`config.mk`:
```
export PLATFORM = sky130hd
export DESIGN_NAME = dntimer_top
export DESIGN_NICKNAME = d
export VERILOG_FILES = /design/src/rtl/dntimer_pkg.sv /design/src/rtl/dntimer_prescale.sv /design/src/rtl/dntimer_count.sv /design/src/rtl/dntimer_regs.sv /design/src/rtl/dntimer_top.sv
export SDC_FILE = /design/constraint.sdc
export NUM_CORES = 1
export LEC_CHECK = 0
export ABC_AREA = 1
export ABC_CLOCK_PERIOD_IN_PS = 2120
export BUFFER_PORTS_ARGS = -buffer_cell sky130_fd_sc_hd__buf_2
export CAP_MARGIN = 25
export CORE_ASPECT_RATIO = 1.25
export CORE_MARGIN = 10
export CORE_UTILIZATION = 59
export DETAILED_ROUTE_END_ITERATION = 12
export PLACE_DENSITY = 0.87
export SLEW_MARGIN = 10
export SYNTH_ARGS = -nofsm -noshare
export SYNTH_HDL_FRONTEND = slang
export SYNTH_SLANG_ARGS = --single-unit
```
`constraint.sdc`:
```
create_clock -name clk -period 2.12 [get_ports clk]
set_input_delay 0.106 -clock clk [delete_from_list [all_inputs] [get_ports clk]]
set_output_delay 0.106 -clock clk [all_outputs]
set_load 0.03 [all_outputs]
```
`src/rtl/dntimer_pkg.sv`:
```
// Package: shared offsets, control bit positions and divide codes for the
// down-counting timer channel. Assumes word addressing on a 3-bit offset.
package dntimer_pkg;
    localparam int CTRL_W = 8;

    localparam logic [2:0] OFS_LOAD  = 3'd0;
    localparam logic [2:0] OFS_COUNT = 3'd1;
    localparam logic [2:0] OFS_CTRL  = 3'd2;
    localparam logic [2:0] OFS_CLR   = 3'd3;
    localparam logic [2:0] OFS_RAW   = 3'd4;
    localparam logic [2:0] OFS_MASK  = 3'd5;
    localparam logic [2:0] OFS_BGLD  = 3'd6;

    localparam int B_ONESHOT = 0;
    localparam int B_WIDE    = 1;
    localparam int B_DIV_LO  = 2;
    localparam int B_IE      = 5;
    localparam int B_PERIOD  = 6;
    localparam int B_RUN     = 7;

    localparam logic [CTRL_W-1:0] CTRL_RST = 8'h20;

    typedef enum logic [1:0] {
        DIV_1   = 2'd0,
        DIV_16  = 2'd1,
        DIV_256 = 2'd2,
        DIV_RSV = 2'd3
    } div_sel_e;
endpackage

```
`src/rtl/dntimer_prescale.sv`:
```
// Tick divider: emits one step per 1, 16 or 256 qualified ticks.
// Assumes PS_W is at least 8 and that the restart input lasts one cycle.
module dntimer_prescale
    import dntimer_pkg::*;
#(
    parameter int PS_W = 8
) (
    input  logic       clk,
    input  logic       rst_n,
    input  logic       tick,
    input  logic       run,
    input  logic       restart,
    input  logic [1:0] div_sel,
    output logic       step
);
    logic [PS_W-1:0] pcnt;
    logic [PS_W-1:0] lim;

    // Terminal value of the divider for the selected ratio.
    always_comb begin
        unique case (div_sel_e'(div_sel))
            DIV_16:  lim = PS_W'(15);
            DIV_256: lim = PS_W'(255);
            default: lim = '0;
        endcase
    end

    // Divider phase counter; returns to zero on restart or terminal value.
    always_ff @(posedge clk) begin
        if (!rst_n || restart) begin
            pcnt <= '0;
        end else if (tick && run) begin
            pcnt <= (pcnt == lim) ? '0 : pcnt + PS_W'(1);
        end
    end

    assign step = tick && run && (pcnt == lim);
endmodule

```
`src/rtl/dntimer_count.sv`:
```
// Down counter with mode-dependent reload and one-shot halt.
// Assumes ld_force and ctrl_wr never occur together (distinct offsets).
// A forced load or control write takes priority over a step in that cycle.
module dntimer_count
    import dntimer_pkg::*;
#(
    parameter int CNT_W = 32
) (
    input  logic             clk,
    input  logic             rst_n,
    input  logic             step,
    input  logic             ld_force,
    input  logic             ctrl_wr,
    input  logic [CNT_W-1:0] wdata,
    input  logic [CNT_W-1:0] load_q,
    input  logic             wide,
    input  logic             periodic,
    input  logic             oneshot,
    output logic [CNT_W-1:0] count,
    output logic             expire,
    output logic             halted
);
    localparam int HALF = CNT_W / 2;

    logic [CNT_W-1:0] cur_mask;
    logic [CNT_W-1:0] cur_reload;
    logic [CNT_W-1:0] new_mask;
    logic [CNT_W-1:0] new_reload;
    logic             new_run;

    // Width masks and reload values for current and newly written control.
    always_comb begin
        cur_mask   = wide ? '1 : {{(CNT_W-HALF){1'b0}}, {HALF{1'b1}}};
        cur_reload = (periodic || oneshot) ? (load_q & cur_mask) : cur_mask;
        new_mask   = wdata[B_WIDE] ? '1 : {{(CNT_W-HALF){1'b0}}, {HALF{1'b1}}};
        new_reload = (wdata[B_PERIOD] || wdata[B_ONESHOT]) ? (load_q & new_mask)
                                                           : new_mask;
        new_run    = wdata[B_RUN];
    end

    assign expire = step && !halted && (count == '0) && !ld_force && !ctrl_wr;

    // Count register: forced load, start reload, expiry reload or decrement.
    always_ff @(posedge clk) begin
        if (!rst_n) begin
            count  <= '0;
            halted <= 1'b0;
        end else if (ld_force) begin
            count  <= wdata & cur_mask;
            halted <= 1'b0;
        end else if (ctrl_wr) begin
            halted <= 1'b0;
            if (new_run) count <= new_reload;
        end else if (expire) begin
            if (oneshot) halted <= 1'b1;
            else         count  <= cur_reload;
        end else if (step && !halted) begin
            count <= count - CNT_W'(1);
        end
    end
endmodule

```
`src/rtl/dntimer_regs.sv`:
```
// Register file and read mux: control, stored load value, raw flag.
// Assumes a single-cycle write strobe; reads are combinational.
module dntimer_regs
    import dntimer_pkg::*;
#(
    parameter int CNT_W  = 32,
    parameter int ADDR_W = 3
) (
    input  logic              clk,
    input  logic              rst_n,
    input  logic              wr,
    input  logic [ADDR_W-1:0] addr,
    input  logic [CNT_W-1:0]  wdata,
    input  logic [CNT_W-1:0]  count,
    input  logic              expire,
    output logic [CTRL_W-1:0] ctrl,
    output logic [CNT_W-1:0]  load_q,
    output logic              raw,
    output logic              ld_force,
    output logic              ctrl_wr,
    output logic [CNT_W-1:0]  rdata
);
    logic bg_wr;
    logic clr_wr;

    // Write decode per offset.
    always_comb begin
        ld_force = wr && (addr == ADDR_W'(OFS_LOAD));
        ctrl_wr  = wr && (addr == ADDR_W'(OFS_CTRL));
        bg_wr    = wr && (addr == ADDR_W'(OFS_BGLD));
        clr_wr   = wr && (addr == ADDR_W'(OFS_CLR));
    end

    // Control and load storage.
    always_ff @(posedge clk) begin
        if (!rst_n) begin
            ctrl   <= CTRL_RST;
            load_q <= '0;
        end else begin
            if (ctrl_wr)           ctrl   <= wdata[CTRL_W-1:0];
            if (ld_force || bg_wr) load_q <= wdata;
        end
    end

    // Raw interrupt flag: expiry sets, clear write resets, set wins.
    always_ff @(posedge clk) begin
        if (!rst_n)      raw <= 1'b0;
        else if (expire) raw <= 1'b1;
        else if (clr_wr) raw <= 1'b0;
    end

    // Read mux; unmapped offsets read zero.
    always_comb begin
        rdata = '0;
        if (addr == ADDR_W'(OFS_LOAD) || addr == ADDR_W'(OFS_BGLD)) rdata = load_q;
        else if (addr == ADDR_W'(OFS_COUNT)) rdata = count;
        else if (addr == ADDR_W'(OFS_CTRL))  rdata = {{(CNT_W-CTRL_W){1'b0}}, ctrl};
        else if (addr == ADDR_W'(OFS_RAW))   rdata = {{(CNT_W-1){1'b0}}, raw};
        else if (addr == ADDR_W'(OFS_MASK))  rdata = {{(CNT_W-1){1'b0}}, raw && ctrl[B_IE]};
    end
endmodule

```
`src/rtl/dntimer_top.sv`:
```
// Timer channel top: ties register file, tick divider and counter together.
// Assumes tick_i is synchronous to clk; the interrupt output is combinational.
module dntimer_top
    import dntimer_pkg::*;
#(
    parameter int CNT_W  = 32,
    parameter int ADDR_W = 3,
    parameter int PS_W   = 8
) (
    input  logic              clk,
    input  logic              rst_n,
    input  logic              tick_i,
    input  logic              bus_wr_i,
    input  logic [ADDR_W-1:0] bus_addr_i,
    input  logic [CNT_W-1:0]  bus_wdata_i,
    output logic [CNT_W-1:0]  bus_rdata_o,
    output logic              irq_o
);
    logic [CTRL_W-1:0] ctrl;
    logic [CNT_W-1:0]  load_q;
    logic [CNT_W-1:0]  count;
    logic              raw;
    logic              ld_force;
    logic              ctrl_wr;
    logic              step;
    logic              expire;
    logic              halted;

    dntimer_regs #(.CNT_W(CNT_W), .ADDR_W(ADDR_W)) u_regs (
        .clk      (clk),
        .rst_n    (rst_n),
        .wr       (bus_wr_i),
        .addr     (bus_addr_i),
        .wdata    (bus_wdata_i),
        .count    (count),
        .expire   (expire),
        .ctrl     (ctrl),
        .load_q   (load_q),
        .raw      (raw),
        .ld_force (ld_force),
        .ctrl_wr  (ctrl_wr),
        .rdata    (bus_rdata_o)
    );

    dntimer_prescale #(.PS_W(PS_W)) u_pre (
        .clk     (clk),
        .rst_n   (rst_n),
        .tick    (tick_i),
        .run     (ctrl[B_RUN]),
        .restart (ctrl_wr),
        .div_sel (ctrl[B_DIV_LO+1:B_DIV_LO]),
        .step    (step)
    );

    dntimer_count #(.CNT_W(CNT_W)) u_cnt (
        .clk      (clk),
        .rst_n    (rst_n),
        .step     (step),
        .ld_force (ld_force),
        .ctrl_wr  (ctrl_wr),
        .wdata    (bus_wdata_i),
        .load_q   (load_q),
        .wide     (ctrl[B_WIDE]),
        .periodic (ctrl[B_PERIOD]),
        .oneshot  (ctrl[B_ONESHOT]),
        .count    (count),
        .expire   (expire),
        .halted   (halted)
    );

    // Interrupt output: raw flag gated by enable.
    assign irq_o = raw && ctrl[B_IE];
endmodule

```
# --- After elaboration in Yosys (flattened, before gate mapping) ---
# Cells that the tools add are included.
totals:
  output_inout_bits: 33
  register_bits: 82
  word_cells: 69
classes:
  eq_ne: 11
  n_reduce_logical: 27
  addsub: 2
  muxes: 19
  bitwise_logic: 4
op_table:
  columns: ["cell", "n"]
  rows:
  - ["32-bit 2-to-1 mux", 14]
  - ["32-bit AND", 3]
  - ["32-bit logical NOT", 1]
  - ["32-bit by 1-bit subtractor with 32-bit output (second input constant)", 1]
  - ["8-bit case mux with 2 select lines", 1]
  - ["1-bit logical AND", 11]
  - ["3-bit == test (second input constant)", 3]
  - ["8-bit by 1-bit adder with 8-bit output (second input constant)", 1]
  - ["8-bit == test", 1]
  - ["8-bit 2-to-1 mux", 1]
  - ["3-bit by 2-bit == test with 1-bit output (second input constant)", 2]
  - ["1-bit logical OR", 5]
  - ["1-bit logical NOT", 4]
  - ["4-bit by 2-bit != test with 1-bit output (second input constant)", 1]
  - ["4-bit nonzero test", 1]
  - ["3-bit by 1-bit == test with 1-bit output (second input constant)", 1]
  - ["3-bit logical NOT", 1]
  - ["1-bit 2-to-1 mux", 3]
  - ["3-bit by 2-bit != test with 1-bit output (second input constant)", 1]
  - ["3-bit AND reduction", 1]
  - ["3-bit OR reduction", 1]
  - ["2-bit by 1-bit == test with 1-bit output (second input constant)", 1]
  - ["2-bit == test (second input constant)", 1]
  - ["2-bit AND reduction", 1]
  - ["2 further kinds", 2]

# --- Logic depth before layout (Yosys ltp) ---
logic_depth:
  depth_word: 11
  mapped_depth: 15

# --- Cells and area by module ---
# From an unflattened synthesis, not the netlist that was laid out.
unflattened:
  cells_unflattened: 1096
  area_unflattened_um2: 6248.5
modules_own_cells:
  columns: ["mod", "instances", "area_each_um2", "seq_area_each_um2", "cells_each"]
  rows:
  - ["dntimer_count", 1, 3631.0, 660.6, 671]
  - ["dntimer_regs", 1, 2107.0, 820.8, 348]
  - ["dntimer_prescale", 1, 503.0, 160.2, 75]
  - ["dntimer_top", 1, 7.5, 0.0, 2]

# --- Worst setup path before layout ---
# No wires, ideal clock.
synth_timing:
  kind: "reg2reg"
  start: "register u_regs.ctrl[2]"
  end: "register u_cnt.count[9]"
  setup_time_ps: 115
  path_stages_with_launch: 14
  required_time_ps: 2005
  path_buffers: 1
  synth_period_minus_slack_ps: 1875
  setup_slack_ps: 245
  arrival_ps: 1760
  path_cell_list: "dfxtp_1 -> inv_1 -> ha_1 -> nor2_1 -> nand2_1 -> nand2_2 -> nand2_1 -> nor2_4 -> nand3_4 -> buf_2 -> a21oi_1 -> o21ai_0 -> a21oi_1 -> nor2_1"
synth_via:
  elab_chain_cells: 11
  word_cells_on_any_way: 15
synth_lines:
  columns: ["item", "line_no", "rtl"]
  rows:
  - ["start: declaration", "dntimer_regs.sv:16", "output logic [CTRL_W-1:0] ctrl,"]
  - ["start signal: assignment", "dntimer_regs.sv:40", "if (ctrl_wr) ctrl <= wdata[CTRL_W-1:0];"]
  - ["2-bit == test / 2-bit by 1-bit == test with 1-bit output (equally long branches)", "dntimer_prescale.sv:21", "unique case (div_sel_e'(div_sel))"]
  - ["8-bit case mux with 2 select lines *", "dntimer_prescale.sv:21", null]
  - ["8-bit == test *", "dntimer_prescale.sv:37", "assign step = tick && run && (pcnt == lim);"]
  - ["1-bit logical AND *", "dntimer_prescale.sv:37", null]
  - ["1-bit logical AND *", "dntimer_count.sv:41, dntimer_count.sv:57", null]
  - ["1-bit logical AND (3 in a row)", "dntimer_count.sv:41", "assign expire = step && !halted && (count == '0) && !ld_force && !ctrl_wr;"]
  - ["32-bit 2-to-1 mux", "dntimer_count.sv:54", "end else if (expire) begin"]
  - ["32-bit 2-to-1 mux", "dntimer_count.sv:51", "end else if (ctrl_wr) begin"]
  - ["32-bit 2-to-1 mux", "dntimer_count.sv:48", "end else if (ld_force) begin"]
  - ["end signal: assignment", "dntimer_count.sv:49", "count <= wdata & cur_mask;"]
  - ["end signal: assignment", "dntimer_count.sv:53", "if (new_run) count <= new_reload;"]
  - ["end signal: assignment", "dntimer_count.sv:56", "else count <= cur_reload;"]
  - ["end: declaration", "dntimer_count.sv:19", "output logic [CNT_W-1:0] count,"]
# Mark *: on every way between the ends. The rest lies on a longest branch, timed or not.
# A chain may end at the register's enable or synchronous reset.

# --- Final worst setup path ---
layout_timing:
  start: "register u_regs.ctrl[2]"
  end: "register u_cnt.count[29]"
# The elaborated chain is that of the path after synthesis.

==> results.rst <==
.. list-table::
   :header-rows: 1

   * - Metric
     - Value
   * - Result of the run
     - complete, no violations
   * - Last weighted congestion value of the routability-driven placer
     - 1.04
   * - Number of max-capacitance violations reported
     - 0
   * - H-tree levels
     - 3
   * - Top flip-flop cell by instance count after synthesis
     - dfxtp_1
   * - GRT Util Overall
     - 28.8%
   * - Share of flip-flops with an asynchronous set or reset after synthesis
     - 0%
   * - Hold violation total from the final report
     - 0
   * - Final min period
     - 2.07 ns
   * - Post-DP HPWL
     - 14,500 µm
   * - Met3 Wirelength
     - 2460 µm
   * - Pre-CTS WS
     - 0.0905 ns
   * - Critical Path Sink Type
     - register
   * - Non-filler instance count after layout
     - 1,139
   * - Die height
     - 130 µm
   * - Power consumption
     - 4.89 mW
   * - Mapped Cells
     - 914
   * - CP bufs+invs
     - 1
   * - Area taken by flip-flops and latches
     - 0.00165 mm²
   * - Cell Chain, Critical Path
     - inv_2 -> ha_4 -> nor2_1 -> nand2_1 -> nand2_2 -> nand2_2 -> nor2_4 -> nand3_4 -> nor2_2 -> nor2_4 -> nand2_2 -> nor3_1 -> nor2_1 -> nor2_1
   * - Die area
     - 0.0141 mm²
   * - Last element of the critical path
     - u_cnt.count[29]$_SDFFE_PN0P_
   * - Clock root buffer master
     - clkbuf_16
   * - Register-to-register setup slack
     - 0.05 ns
   * - Filler instances
     - 782
   * - Setup violation total in the final timing report
     - 0
   * - Floorplan core area
     - 0.00956 mm²
   * - Area of the mapped netlist
     - 0.00572 mm²
   * - Delay contributed by the slowest stage of the critical path
     - 0.33 ns
   * - Number of detailed-route iterations in the first pass
     - 6
   * - Area of the multi-input gates
     - 0.00357 mm²
   * - Number of warnings printed during yosys synthesis
     - 0
   * - Routed wl met2
     - 9420 µm
   * - Worst setup startpoint
     - u_regs.ctrl[2]$_SDFFE_PN0P_
   * - Share of the core filled with cells
     - 72.0%
   * - Instance count on the critical path
     - 14
   * - Maximum frequency from static timing analysis
     - 482 MHz
   * - Count of flip-flops with a built-in enable after synthesis
     - 0
   * - Total overflow reported by the global router
     - 0
   * - Number of core rows
     - 40
   * - Worst endpoint required time
     - 2.36 ns
   * - Biggest fanout along the worst timing path
     - 7
   * - Average wire per cell in the routed design
     - 18.5 µm
   * - Period utilisation layout
     - 97.9%
   * - Clock skew after layout
     - 0.00741 ns
   * - Growth of design area from synthesis to finish
     - 20.3%
   * - Wire length after detailed routing
     - 21,100 µm
   * - Setup slack after layout
     - 0.0455 ns
   * - Average instance area after synthesis
     - 6.26 µm²
   * - Ratio of cells with drive above 1 in the final layout
     - 22.1%
   * - Family of cells with the greatest summed delay on the critical path
     - simple AND/OR/NAND/NOR gates
   * - Clock Sinks
     - 82
   * - Post-route met1 wirelength
     - 7780 µm
   * - Count of routing violations after the opening detailed-route iteration
     - 899
   * - Classification of the worst-slack hold path
     - in2reg
   * - Clock tree from TritonCTS
     - yes
   * - I/O pin count
     - 72
   * - Number of antenna violations at the first check in global routing
     - 0
   * - Kind of launch point of the worst setup path
     - register
   * - Worst-Margin Slew
     - 0.644 ns
   * - Clock Latency Late Sink
     - 0.35 ns
   * - Number of vias per cell
     - 6.04
   * - Remaining routing DRC violations
     - 0
   * - Vias in the first global route
     - 6,447
   * - Post-Synthesis Net Count
     - 957
   * - Max_slew headroom
     - 57.0%
   * - ANT cells
     - 0
   * - Master of the slowest instance on the critical path
     - dfxtp_1
   * - Die extent in x
     - 108 µm
   * - Sequential element share of the synthesized area
     - 28.7%
   * - Static leakage
     - 3.13 nW
   * - Maximum vdd drop
     - 0.403 mV
   * - DR top layer
     - met4
   * - Net count reported at finish
     - 1,054
   * - Largest net degree at the start of global routing
     - 66
   * - Placed Cells
     - 1,120
   * - Depth of the most critical reg-to-reg path
     - 14
   * - Power density over the cells
     - 710 mW/mm²
   * - Clock transition at the registers of the reported paths
     - 0.06 ns
   * - Post-synth cell types
     - 41
   * - Starting Density
     - 59.9%
   * - Startpoint of the lowest-slack register-to-register path
     - u_regs.ctrl[2]$_SDFFE_PN0P_
   * - Worst r2r dst
     - u_cnt.count[29]$_SDFFE_PN0P_
   * - Number of slew-limit violations in the final report
     - 0
   * - PortBufs
     - 71
   * - CP arrival
     - 2.31 ns
   * - Maximum count of clock buffers along a single path
     - 2
   * - Total number of vias
     - 6,878
   * - Quantity of hold-fixing buffers added after cts
     - 0
   * - Total clock buffers created by CTS
     - 9
   * - Wire length of the first global-routing pass
     - 32,400 µm
   * - Worst setup path category
     - reg2reg
   * - Count of nets left with antenna violations after detail routing
     - 0
   * - Yosys reg bits
     - 82
==> Yosys cell counts (8+ instances only) <==
master / instances / share of area (%)
nand3_1: 49 / 4.3
o22ai_1: 20 / 2.2
inv_1: 92 / 6.0
nor2_2: 20 / 2.2
nand2_2: 10 / 1.1
a21oi_1: 91 / 8.0
dfxtp_1: 82 / 29
nand2_1: 157 / 10
clkbuf_1: 21 / 1.4
nor2_4: 8 / 1.6
nor2_1: 154 / 10
buf_2: 9 / 0.79
o21ai_1: 30 / 2.6
o21ai_0: 66 / 5.8
nor3_1: 18 / 1.6
inv_2: 12 / 0.79
xor2_1: 20 / 3.1
==> metal layers <==
layer / vias up / global-route usage (%)
met5: - / 0
met4: 0 / 20.7
met3: 133 / 6.41
met2: 517 / 45.9
met1: 3045 / 33.3
li1: 3183 / -
==> through the flow <==
step | TNS, ns | hold WS (ns) | instance area [µm²]
floorplan | 0 | 0.241 | 5720
global placement | 0 | 0.347 | 6430
detailed placement | 0 | 0.362 | 6430
CTS | 0 | 0.00823 | 6710
global route | -0.183 | 0.0441 | 6880
finish | 0 | 0.00193 | 6880
==> how the worst min path moves through the flow <==
| stage | from | to | slack, ns | depth (start not counted) |
|---|---|---|---|---|
| floorplan | bus_wdata_i[18] | u_regs.load_q[18]$_SDFFE_PN0P_ | 0.24 | 2 |
| global placement | bus_wdata_i[24] | u_regs.load_q[24]$_SDFFE_PN0P_ | 0.35 | 3 |
| detailed placement | bus_wdata_i[20] | u_regs.load_q[20]$_SDFFE_PN0P_ | 0.36 | 3 |
| CTS | bus_wdata_i[20] | u_regs.load_q[20]$_SDFFE_PN0P_ | 0.008 | 3 |
| global route | bus_wdata_i[14] | u_regs.load_q[14]$_SDFFE_PN0P_ | 0.04 | 3 |
| finish | bus_wdata_i[20] | u_regs.load_q[20]$_SDFFE_PN0P_ | 0.002 | 3 |
==> flip-flops by register name, summed over array words and instances (netlist names) <==
signal         cells
u_regs.raw         1
u_regs.load_q     32
u_cnt.count       32
u_regs.ctrl        8
u_pre.pcnt         8
u_cnt.halted       1
==> logic make-up after synthesis <==
family / share of synthesized area, %
xor+xnor: 3.37
buf+inv: 10.8
flops: 28.7
fa+ha+maj: 0.874
simple gates: 35.6
compound gates: 20.7
==> power breakdown <==
part           leakage, nW  internal, mW  switching [mW]
registers            0.671          1.63          0.0801
clock network        0.136         0.923           0.645
logic                 2.33         0.571            1.04
total                 3.13          3.13            1.77
==> cell type report <==
class / count / area share (%)
multi-input combinational: 689 / 51.9
tap: 126 / 2.29
timing repair buffer: 123 / 12.0
sequential: 82 / 23.9
inverter: 106 / 5.78
clock inverter: 3 / 0.618
clock buffer: 10 / 3.47
==> what timing repair did <==
action	in CTS	in global routing
resized for setup	0	34
endpoints found under the setup margin	0	28
buffers inserted	0	3
==> tightest hold or removal path, stage by stage <==
cell	delay, ns
buf_2	0.09
nor2_1	0.04
nor2_1	0.08
==> placed cells by master (no fill, tap or decap), drive strengths merged, types with 4 or more instances in the layout <==
cell type and n:
nor2 183, o221ai 4, clkbuf 11, o22ai 20
nand3 54, ha 4, o211ai 5, nand2 170
xor2 20, dfxtp 82, a21oi 91, nor3 19
buf 122, nand3b 5, inv 104, nand4 7
o21ai 96
(Power assumes the default switching activity.)
